<file path="src/rtl/dsn_pkg.sv">
package dsn_pkg;

  localparam int ADDR_W = 3;
  localparam int TAG_W  = 8;
  localparam int KEY_W  = ADDR_W + 2;

  typedef struct packed {
    logic              vld;
    logic              hi;
    logic [ADDR_W-1:0] addr;
    logic [TAG_W-1:0]  tag;
  } cell_t;

  localparam cell_t EMPTY_CELL = '0;

  // Smaller key ranks nearer the top; empty lanes take the largest key.
  function automatic logic [KEY_W-1:0] rank_key(cell_t c);
    return c.vld ? {1'b0, ~c.hi, c.addr} : {KEY_W{1'b1}};
  endfunction

  function automatic logic hi_clash(cell_t a, cell_t b);
    return a.vld & b.vld & a.hi & b.hi & (a.addr == b.addr);
  endfunction

endpackage

</file>
<file path="src/rtl/dsn_cmpx.sv">
module dsn_cmpx
  import dsn_pkg::*;
#(
  parameter bit DESCEND = 1'b0
) (
  input  cell_t up_i,
  input  cell_t dn_i,
  output cell_t up_o,
  output cell_t dn_o
);

  logic [KEY_W-1:0] k_up;
  logic [KEY_W-1:0] k_dn;
  logic             clash;
  logic             hold;
  cell_t            demoted;

  always_comb begin
    k_up        = rank_key(up_i);
    k_dn        = rank_key(dn_i);
    clash       = hi_clash(up_i, dn_i);
    demoted     = dn_i;
    demoted.hi  = 1'b0;
    hold        = DESCEND ? (k_up >= k_dn) : (k_up <= k_dn);

    if (clash) begin
      if (DESCEND) begin
        up_o = demoted;
        dn_o = up_i;
      end else begin
        up_o = up_i;
        dn_o = demoted;
      end
    end else if (hold) begin
      up_o = up_i;
      dn_o = dn_i;
    end else begin
      up_o = dn_i;
      dn_o = up_i;
    end
  end

endmodule

</file>
<file path="src/rtl/dsn_rst_sync.sv">
module dsn_rst_sync (
  input  logic clk,
  input  logic rst_n,
  output logic rst_sync_n
);

  logic [1:0] sync_q;
  logic [1:0] sync_d;

  always_comb sync_d = {sync_q[0], 1'b1};

  always_ff @(posedge clk or negedge rst_n) begin
    if (!rst_n) sync_q <= '0;
    else        sync_q <= sync_d;
  end

  assign rst_sync_n = sync_q[1];

endmodule

</file>
<file path="src/rtl/dsn_stage.sv">
module dsn_stage
  import dsn_pkg::*;
#(
  parameter int N_IN      = 8,
  parameter int BLK_LOG   = 1,
  parameter int SPAN_LOG  = 0,
  parameter bit PIPELINED = 1'b1
) (
  input  logic  clk,
  input  logic  rst_n,
  input  cell_t din   [N_IN],
  output cell_t mix_o [N_IN],
  output cell_t dout  [N_IN]
);

  localparam int SPAN  = 1 << SPAN_LOG;
  localparam int N_ELM = N_IN / 2;

  for (genvar e = 0; e < N_ELM; e++) begin : g_elm
    localparam int  UP   = ((e >> SPAN_LOG) << (SPAN_LOG + 1)) | (e & (SPAN - 1));
    localparam int  DN   = UP + SPAN;
    localparam bit  DESC = ((UP >> BLK_LOG) & 1) == 1;

    dsn_cmpx #(
      .DESCEND (DESC)
    ) u_cx (
      .up_i (din[UP]),
      .dn_i (din[DN]),
      .up_o (mix_o[UP]),
      .dn_o (mix_o[DN])
    );
  end

  if (PIPELINED) begin : g_reg
    cell_t lane_q [N_IN];

    always_ff @(posedge clk or negedge rst_n) begin
      if (!rst_n) begin
        for (int i = 0; i < N_IN; i++) lane_q[i] <= EMPTY_CELL;
      end else begin
        for (int i = 0; i < N_IN; i++) lane_q[i] <= mix_o[i];
      end
    end

    assign dout = lane_q;
  end else begin : g_flat
    assign dout = mix_o;
  end

endmodule

</file>
<file path="src/rtl/dest_sort_net.sv">
module dest_sort_net
  import dsn_pkg::*;
#(
  parameter int N_IN      = 8,
  parameter bit PIPELINED = 1'b1
) (
  input  logic                     clk,
  input  logic                     rst_n,
  input  logic [N_IN-1:0]          in_vld,
  input  logic [N_IN-1:0]          in_hi,
  input  logic [N_IN*ADDR_W-1:0]   in_addr,
  input  logic [N_IN*TAG_W-1:0]    in_tag,
  output logic [N_IN-1:0]          out_vld,
  output logic [N_IN-1:0]          out_hi,
  output logic [N_IN*ADDR_W-1:0]   out_addr,
  output logic [N_IN*TAG_W-1:0]    out_tag
);

  localparam int LOG_N   = $clog2(N_IN);
  localparam int N_STAGE = LOG_N * (LOG_N + 1) / 2;

  logic  core_rst_n;
  cell_t feed      [N_IN];
  cell_t pipe_q    [N_STAGE][N_IN];
  cell_t stage_mix [N_STAGE][N_IN];

  if (PIPELINED) begin : g_sync
    dsn_rst_sync u_rst_sync (
      .clk        (clk),
      .rst_n      (rst_n),
      .rst_sync_n (core_rst_n)
    );
  end else begin : g_nosync
    assign core_rst_n = rst_n;
  end

  always_comb begin
    for (int i = 0; i < N_IN; i++) begin
      feed[i].vld  = in_vld[i];
      feed[i].hi   = in_hi[i];
      feed[i].addr = in_addr[i*ADDR_W +: ADDR_W];
      feed[i].tag  = in_tag[i*TAG_W +: TAG_W];
    end
  end

  // Phase p merges blocks of 2^p lanes; step q compares lanes 2^q apart.
  for (genvar p = 1; p <= LOG_N; p++) begin : g_phase
    for (genvar q = p - 1; q >= 0; q--) begin : g_step
      localparam int S = p * (p - 1) / 2 + (p - 1 - q);
      cell_t src [N_IN];

      if (S == 0) begin : g_src_in
        assign src = feed;
      end else begin : g_src_prev
        assign src = pipe_q[S-1];
      end

      dsn_stage #(
        .N_IN      (N_IN),
        .BLK_LOG   (p),
        .SPAN_LOG  (q),
        .PIPELINED (PIPELINED)
      ) u_stage (
        .clk   (clk),
        .rst_n (core_rst_n),
        .din   (src),
        .mix_o (stage_mix[S]),
        .dout  (pipe_q[S])
      );
    end
  end

  always_comb begin
    for (int i = 0; i < N_IN; i++) begin
      out_vld[i]                     = pipe_q[N_STAGE-1][i].vld;
      out_hi[i]                      = pipe_q[N_STAGE-1][i].hi;
      out_addr[i*ADDR_W +: ADDR_W]   = pipe_q[N_STAGE-1][i].addr;
      out_tag[i*TAG_W +: TAG_W]      = pipe_q[N_STAGE-1][i].tag;
    end
  end

endmodule

</file>
<file path="config.mk">
export PLATFORM = sky130hd
export DESIGN_NAME = dest_sort_net
export DESIGN_NICKNAME = d
export VERILOG_FILES = /design/src/rtl/dsn_pkg.sv /design/src/rtl/dsn_cmpx.sv /design/src/rtl/dsn_rst_sync.sv /design/src/rtl/dsn_stage.sv /design/src/rtl/dest_sort_net.sv
export SDC_FILE = /design/constraint.sdc
export NUM_CORES = 1
export LEC_CHECK = 0
export ABC_AREA = 1
export BUFFER_PORTS_ARGS = -buffer_cell sky130_fd_sc_hd__buf_2
export CORE_MARGIN = 1.5
export CORE_UTILIZATION = 57
export DETAILED_ROUTE_END_ITERATION = 8
export GPL_TIMING_DRIVEN = 0
export PLACE_DENSITY = 0.76
export SYNTH_ARGS = -nofsm -noshare
export SYNTH_HDL_FRONTEND = slang
export SYNTH_HIERARCHICAL = 1
export SYNTH_SLANG_ARGS = --single-unit
</file>
<file path="constraint.sdc">
create_clock -name clk -period 39.5 [get_ports clk]
set_input_delay 1.975 -clock clk [delete_from_list [all_inputs] [get_ports clk]]
set_output_delay 1.975 -clock clk [all_outputs]
set_load 0.02 [all_outputs]
</file>
After elaboration in Yosys (flattened, before gate mapping)
Index checks and enable logic that the tools add are counted.
W data, S select, Z words.
- input port bits: 106
- output and inout port bits: 104
- logic and storage cells: 529
- flip-flop bits (word level): 626
- bitwise logic cells: 144
- magnitude comparators: 24
- mux-type cells: 144
- equality and inequality tests: 24
- operator list (cell ; count):
    $mux W13 ; 96
    $mux W5 ; 48
    $and A1 B1 Y1 ; 96
    $le A5 B5 Y1 ; 18
    $eq A3 B3 Y1 ; 24
    $not A1 Y1 ; 48
    $ge A5 B5 Y1 ; 6

Logic depth before layout (Yosys ltp)
- word-level depth: 5
- gate-level depth with buffers: 11
- depth with buffers taken out: 10

Modules after synthesis
The synthesis kept the hierarchy.
- modules (own cells, without submodules) (module ; cells each ; instances ; sequential area each (um^2) ; area each (um^2)):
    dsn_stage ; 104 ; 6 ; 2602.5 ; 2602.5
    dsn_cmpx at g_phase[1].g_step[0].u_stage.g_elm[0].u_cx ... ; 133 ; 18 ; 0.0 ; 679.4
    dsn_cmpx at g_phase[1].g_step[0].u_stage.g_elm[1].u_cx ... ; 134 ; 4 ; 0.0 ; 696.9
    dsn_cmpx at g_phase[2].g_step[1].u_stage.g_elm[2].u_cx ... ; 134 ; 2 ; 0.0 ; 628.1
    dsn_rst_sync ; 3 ; 1 ; 50.0 ; 53.8

Least setup slack after synthesis
OpenSTA, ideal clock, no wires.
- path type: input port to flip-flop
- from: input in_addr[14]
- to: register g_phase[1].g_step[0].u_stage/dout[32] (netlist name)
- library setup time: 0.117 ns
- required time: 39.383 ns
- slack: 36.350 ns
- arrival time: 3.033 ns
- cell stages on the path: 11
- path buffers: 1
- cell sequence: inv_1 nand2_1 ha_1 nand2_1 nor2_2 nand2_1 nand3_2 nand3_4 buf_6 nand2_1 nand2_1
- RTL lines (what ; RTL line ; RTL):
    start: declaration ; dest_sort_net.sv:11 ; input logic [N_IN*ADDR_W-1:0] in_addr,

Worst setup path after layout
- from: register g_phase[3].g_step[0].u_stage/dout[67] (netlist name)
- to: output out_tag[18]
- RTL lines (what ; RTL line ; RTL):
    end: declaration ; dest_sort_net.sv:16 ; output logic [N_IN*TAG_W-1:0] out_tag
No word-level cell between the ends.

==> reports/metrics.yaml <==
hold_depth: 0
drt.antenna.violating_nets: 0
slowest_stage: "dfrtp_1"
track_usage_pct: 28.98
clock-root-buffer: "clkbuf_16"
cp_max_fo: 1
finalWirelength_mm: 80.92
cts_setup_buffers: 0
drv_slew: 0
grt_overflow: 0
r2r-start: "g_phase[2].g_step[1].u_stage/dout[38]"
ys_warn_count: 6
grt_pass1_wl_mm: 130.3
clk_latency_ns: 0.60
cts_max_level: 3
path_cells: "buf_2"
hp-start: "g_sync.u_rst_sync/sync_q[0]"
drc: 0
cp.required_ns: 37.52
worst_pin_slew_ns: 0.9199
holdBufCountCts: 0
fmax_mhz: 321.4
setup.worst_path.class: "reg -> out"
yosysSeqAreaShare_pct: 49.04
period_needed_ns: 3.111
finalSetupViolCount: 0
synth_fp_nets: 4075
cp_num_buf_inv: 1
crit_family: "flip-flops"
netlist_instances: 3825
crit_arrival_ns: 1.14
syn_avg_cell_area_um2: 8.351
synth_area_leader_cell: "dfrtp_1"
mostFrequentLayoutCells: "nand2_1 (1592), dfrtp_1 (625), nand4_1 (330)"
via_per_inst: 5.314
clkTransAtPathRegs_ns: 0.06
rsz0062_at_grt: "no"
grt_max_degree: 79
cts_buffer_depth: 3
rows: 86
critPathLaunchType: "flop"
dr.pass1.iters: 6
die_w_um: 239.7
hold_class: "reg -> reg"
start_util_pct: 57.87
yosys-top-cells-area: "dfrtp_1 (49%), nand2_1 (19%), nand4_1 (6.5%)"
area_growth_pct: 14.21
die_h_um: 239.7
period_share_pct: 7.877
netlist_area_um2: 31940
tns_ns: 0
grt_pass1_vias: 24971
coreArea_um2: 55200
clkSinkCount: 626
min_delay_worst_endpoint: "g_sync.u_rst_sync/sync_q[1]"
cts_inserted_buffers: 66
synthFlopType: "dfrtp_1"
slew_headroom_pct: 38.67
nets: 4361
drt_iter0_markers: 1841
utilization_pct: 66.09
ys_ff_latch: 626
critPathCaptureType: "primary output"
drive_gt1_share_pct: 17.37
post_cts_resized: 0
mostFrequentLayoutCell: "nand2_1"
io_buffers: 209
dp_hpwl_mm: 62.64
skew_ns: 0.02055
ys_types: 23
hold_viol: 0
worstRegToRegCells: 9
status: "completed"
max_cap_violations: 0
ios: 210
synth_top_area_share_pct: 49.04
detail_route.wl_per_cell_um: 16.48
antenna_found_initial: 1
vias: 26097
max_stage_delay_ns: 0.38
r2r_end: "g_phase[2].g_step[0].u_stage/dout[36]"
reg2reg_slack_ns: 37.12
cts_tree: "done"
fp.dieArea_um2: 57470
synth_edf_count: 0
async_flop_share_pct: 100.0
place_congestion: 0.9647
[per-stage QoR]
step,setup WS (ns),instance area (um^2),instances,hold slack [ns]
floorplan,20.76,31940,3825,0.3312
global placement,15.71,33920,4782,0.3343
detailed placement,35.98,34160,4791,0.3457
finish,36.39,36480,4911,0.3538
global route,36.36,36480,4910,0.3765
CTS,36.37,36480,4910,0.3596
[final cells by class]
class / instances / area, um^2
diodes: 1 / 2.502
plain buffers: 180 / 1607
clock buffers: 94 / 1963
clock inverters: 25 / 355.3
fillers: 4515 / 18720
inverters: 312 / 1171
multi-input cells: 2707 / 13500
flip-flops and latches: 626 / 15670
well taps: 748 / 935.9
repair buffers: 218 / 1279
[sequential cells by signal, summed over array words and instances (netlist names)]
signal and cells:
g_sync.u_rst_sync/sync_q 2, g_phase.g_step.u_stage/dout 624
[worst max-delay path by stage]
stage,from,end,depth (start not counted)
final,g_phase[3].g_step[0].u_stage/dout[67],out_tag[18],1
after global placement,g_sync.u_rst_sync/sync_q[1],g_phase[3].g_step[0].u_stage/dout[102],0
after CTS,g_phase[3].g_step[0].u_stage/dout[67],out_tag[18],1
after detailed placement,in_addr[14],g_phase[1].g_step[0].u_stage/dout[36],11
after global routing,g_phase[3].g_step[0].u_stage/dout[67],out_tag[18],1
after floorplan,g_sync.u_rst_sync/sync_q[1],g_phase[1].g_step[0].u_stage/dout[0],0
[cell families after synthesis]
group / after synthesis / synth area share (%)
flops: 626 / 49.04
compound gates: 192 / 3.055
simple gates: 2370 / 33.55
buf+inv: 492 / 8.696
fa+ha+maj: 144 / 5.641
other cells: 1 / 0.01174
[synthesized netlist by cell type (18+ instances only)]
library cell / n
nand2_1: 1592
dfrtp_1: 626
nand4_1: 330
inv_1: 248
nor2_1: 160
ha_1: 144
nand3_1: 138
o21ai_0: 96
buf_2: 68
buf_6: 64
inv_2: 64
nand3_2: 60
o21ai_1: 54
nand2_2: 42
a21oi_1: 38
buf_4: 26
nor2_2: 26
buf_8: 18
nand3_4: 18
[per-layer routing]
layer | up-vias | track usage, % | share of wire (%)
li1 | 12910 | - | -
met1 | 12232 | 36.90 | 42
met2 | 801 | 49.32 | 49
met3 | 154 | 3.976 | 4.9
met4 | 0 | 12.81 | 4.3
met5 | - | 0 | 0
Power is left out: the tool's default activity adds up to more than one toggle a clock period on the data nets, which glitch-free logic cannot reach.
